### src/rtl/byte_cam.sv
module byte_cam #(
  parameter int DEPTH     = 16,
  parameter int KW        = 8,
  parameter bit HAS_VALID = 1'b1,
  localparam int AW = (DEPTH > 1) ? $clog2(DEPTH) : 1
) (
  input  logic          clk,
  input  logic          rst,
  input  logic [KW-1:0] key_in,
  input  logic [AW-1:0] wr_addr,
  input  logic          wr_en,
  input  logic          srch_en,
  input  logic          clr_n,
  output logic [AW-1:0] hit_addr,
  output logic          hit,
  output logic          addr_ok
);

  logic [KW-1:0]    key_q;
  logic [AW-1:0]    addr_q;
  logic             srch_q, clr_q, wr_d;
  logic [KW-1:0]    mem [DEPTH];
  logic [DEPTH-1:0] vld, eq;
  logic [AW-1:0]    enc, m_addr;
  logic             any, m_hit, m_ok;
  logic             commit, in_range;

  assign commit   = wr_en & wr_d;
  assign in_range = {1'b0, addr_q} < (AW+1)'(DEPTH);

  always_ff @(posedge clk or posedge rst) begin
    if (rst) begin
      key_q  <= '0;
      addr_q <= '0;
      srch_q <= 1'b0;
      clr_q  <= 1'b1;
      wr_d   <= 1'b0;
    end else begin
      key_q  <= key_in;
      addr_q <= wr_addr;
      srch_q <= srch_en;
      clr_q  <= clr_n;
      wr_d   <= wr_en & ~wr_d;
    end
  end

  always_ff @(posedge clk or posedge rst) begin
    if (rst)
      vld <= '0;
    else if (commit && in_range)
      vld[addr_q] <= 1'b1;
  end

  always_ff @(posedge clk) begin
    if (commit && in_range)
      mem[addr_q] <= key_q;
  end

  for (genvar g = 0; g < DEPTH; g++) begin : g_cmp
    assign eq[g] = vld[g] && (mem[g] == key_q);
  end

  always_comb begin
    enc = '0;
    for (int i = DEPTH - 1; i >= 0; i--)
      if (eq[i]) enc = AW'(i);
  end

  assign any = |eq;

  always_ff @(posedge clk or posedge rst) begin
    if (rst) begin
      m_addr <= '0;
      m_hit  <= 1'b0;
      m_ok   <= 1'b0;
    end else if (srch_q) begin
      m_addr <= clr_q ? enc : '0;
      m_hit  <= any;
      m_ok   <= any & clr_q;
    end
  end

  always_ff @(posedge clk or posedge rst) begin
    if (rst) begin
      hit_addr <= '0;
      hit      <= 1'b0;
    end else begin
      hit_addr <= m_addr;
      hit      <= m_hit;
    end
  end

  if (HAS_VALID) begin : g_ok
    always_ff @(posedge clk or posedge rst) begin
      if (rst) addr_ok <= 1'b0;
      else     addr_ok <= m_ok;
    end
  end else begin : g_no_ok
    assign addr_ok = 1'b0;
  end

endmodule


### config.mk
export PLATFORM = sky130hd
export DESIGN_NAME = byte_cam
export DESIGN_NICKNAME = d
export VERILOG_FILES = /design/src/rtl/byte_cam.sv
export SDC_FILE = /design/constraint.sdc
export NUM_CORES = 1
export LEC_CHECK = 0
export BUFFER_PORTS_ARGS = -buffer_cell sky130_fd_sc_hd__buf_2
export CORE_ASPECT_RATIO = 0.9
export CORE_MARGIN = 1.5
export CORE_UTILIZATION = 64
export CTS_CLUSTER_SIZE = 40
export DETAILED_ROUTE_END_ITERATION = 12
export GPL_TIMING_DRIVEN = 0
export HOLD_SLACK_MARGIN = 0.15
export PLACE_DENSITY_LB_ADDON = 0.1
export SYNTH_ARGS = -nofsm -noshare
export SYNTH_HDL_FRONTEND = slang
export SYNTH_SLANG_ARGS = --single-unit
### constraint.sdc
create_clock -name clk -period 3.9 [get_ports clk]
set_input_delay 0.78 -clock clk [delete_from_list [all_inputs] [get_ports clk]]
set_output_delay 0.78 -clock clk [all_outputs]
set_load 0.05 [all_outputs]
==> results.cfg <==
[timing]
post-route-period-util = 0.757
setup_viol = 0
worst_pin_slew_ns = 1.21
hold_ws_ns = 0.375
fmax_mhz = 339
slew_violations = 0
finClkSkew_ns = 0.00654
hold_viol = 0
rsz0062_at_grt = false
fin_setup_tns_ns = 0
relSlewSlack = 0.185
period_needed_ns = 2.95

[floorplan]
fp.dieH_microns = 103
die-area_sq_um = 11700
core-area_sq_um = 10800
die_w_microns = 114
ios = 23
initial_core_util = 0.657
rows = 36

[synth]
synth_cells = 463
syn-num-nets = 480
synth_top_area_frac = 0.541
syn_avg_cell_area_sq_um = 15.3
ys_ff_latch = 171
synth.distinct_cells = 37
syn_area_sq_um = 7100
ys_seq_area_frac = 0.693
yosysWarnings = 0
synth_area_leaders = edfxtp_1 54%, dfrtp_1 15%, xnor2_1 13%, xor2_1 3.0%, nand4_1 1.4%
synth_top_area_cell = edfxtp_1

[place]
dp_hpwl_mm = 8.48
placedCellCount = 619
globalplace.congestion = 0.788
numPortBuffers = 22

[worst_hold_path]
min_from = m_addr[0]
holdPathStages = 0
min_path_type = reg2reg
min_to = hit_addr[0]

[critical_path]
end_kind = flop
critPathKind = reg2reg
rr_worst_depth = 9
path_max_fanout = 17
cp.required_ns = 4.21
r2r_start = key_q[1]
critPathArrivalTime_ns = 3.27
rrSetupSlack_ns = 0.95
regToRegEndpoint = m_addr[3]
cp-start-kind = flop

[final_layout]
seqCellArea_sq_um = 4920
drive_above_1_share = 0.187
area_growth_pct = 12.2
antenna_cells = 0
fin_cells = 651
fillers = 674
utilization = 0.737
final_nets = 522
multi_input_area_sq_um = 1950
mostFrequentLayoutCell = edfxtp_1
mostFrequentLayoutCells = 128 x edfxtp_1, 103 x xnor2_1, 42 x dfrtp_1

[clock_tree]
cts-hold-fix-buffers = 0
h-tree-depth = 4
cts-resized-gates = 0
cts_setup_buffers = 0
cts_buffers = 17
clock_latency_ns = 0.43
clockBufferDepth = 2
cts_tree = built
clkTransAtPathRegs_ns = 0.06
clock-sinks = 171
cts-root-buf = clkbuf_16

[grt]
grtUsageTotal = 0.256
grt_max_degree = 26
gr-total-overflow = 0
grt_pass1_wl_mm = 20.7
grt_pass1_vias = 3588
antenna_found_initial = 0

[drt]
drc = 0
drt_iter0_drc = 293
wl_per_cell_microns = 20.9
vias_per_cell = 5.72
ant_nets = 0
dr.pass1.iters = 5
wirelength_mm = 13.6
via_count = 3721

[flow_run]
maxCapViolations = 0

[status]
status = finished, final reports clean

[power_and_ir_drop]
pwr_density_cell_nw_per_um2 = 489
total_power_mw = 3.89
power_leakage_nw = 2.77
ir_drop_mv = 0.523
==> layout make-up <==
type / instances / area share
inverters: 5 / 0.00236
clock buffers: 17 / 0.0534
well taps: 133 / 0.0209
flip-flops and latches: 171 / 0.618
multi-input cells: 271 / 0.245
clock inverters: 15 / 0.0177
plain buffers: 16 / 0.0264
repair buffers: 23 / 0.0163
==> per-stage QoR <==
stage                     setup slack, ns  cell area (sq um)
after floorplan                      1.69               7100
after global placement               1.04               7380
after detailed placement            0.986               7400
after CTS                           0.939               7970
after global routing                0.754               7970
final                               0.949               7970
==> layer usage <==
metal / wire length [microns] / global-route usage / share of wire
met1: 6040 / 0.357 / 0.44
met2: 6440 / 0.396 / 0.47
met3: 805 / 0.0547 / 0.059
met4: 301 / 0.113 / 0.022
met5: 0 / 0 / 0
==> how the worst max path moves through the flow <==
stage | end | from
after floorplan | mem[0][0] | wr_en
after global placement | m_addr[3] | key_q[0]
after CTS | m_addr[3] | key_q[0]
after detailed placement | m_addr[3] | key_q[0]
after global routing | m_addr[3] | key_q[1]
final | m_addr[3] | key_q[1]
==> cell families after synthesis <==
family	count (synthesis)	synth area share
buffers and inverters	21	0.0322
DFF	171	0.693
AOI/OAI and AO/OA	16	0.0167
and+or+nand+nor	127	0.0995
xor gates and xnor gates	128	0.159
==> cell usage after synthesis, drive strengths merged <==
cell     number
o21ai         3
inv           5
nand2        17
buf          16
dfrtp        42
nor2b         6
a21oi         5
o32ai         1
xor2         24
nor2         20
o22ai         2
or2          16
or3b          1
nand4        17
nor4          7
edfxtp      128
a31o          1
dfstp         1
xnor2       104
or3           4
nand3        13
nand4b        1
a31oi         1
o211ai        2
nor3         20
a2111oi       1
nand2b        5
==> sequential cells by signal (all words and copies together) (netlist names) <==
register,cells
addr_q,4
m_ok,1
m_addr,4
addr_ok,1
srch_q,1
vld,16
m_hit,1
wr_d,1
hit_addr,4
hit,1
mem,128
key_q,8
clr_q,1
==> critical path: stages (launching register included) <==
cell	delay, ns
dfrtp_1	0.83
buf_4	0.32
buf_8	0.21
xnor2_1	0.13
nand4_1	0.10
nor3_1	0.58
nor2_1	0.08
nand2_1	0.18
nor2_1	0.06
o32ai_1	0.31
==> where the power goes <==
part | internal (mW) | total, mW | switching, mW | leakage, nW
Sequential | 2.01 | 2.07 | 0.0585 | 1.69
Clock | 0.888 | 1.59 | 0.706 | 0.274
Combinational | 0.108 | 0.225 | 0.117 | 0.809
No activity file was read; power rests on OpenSTA's default activity.
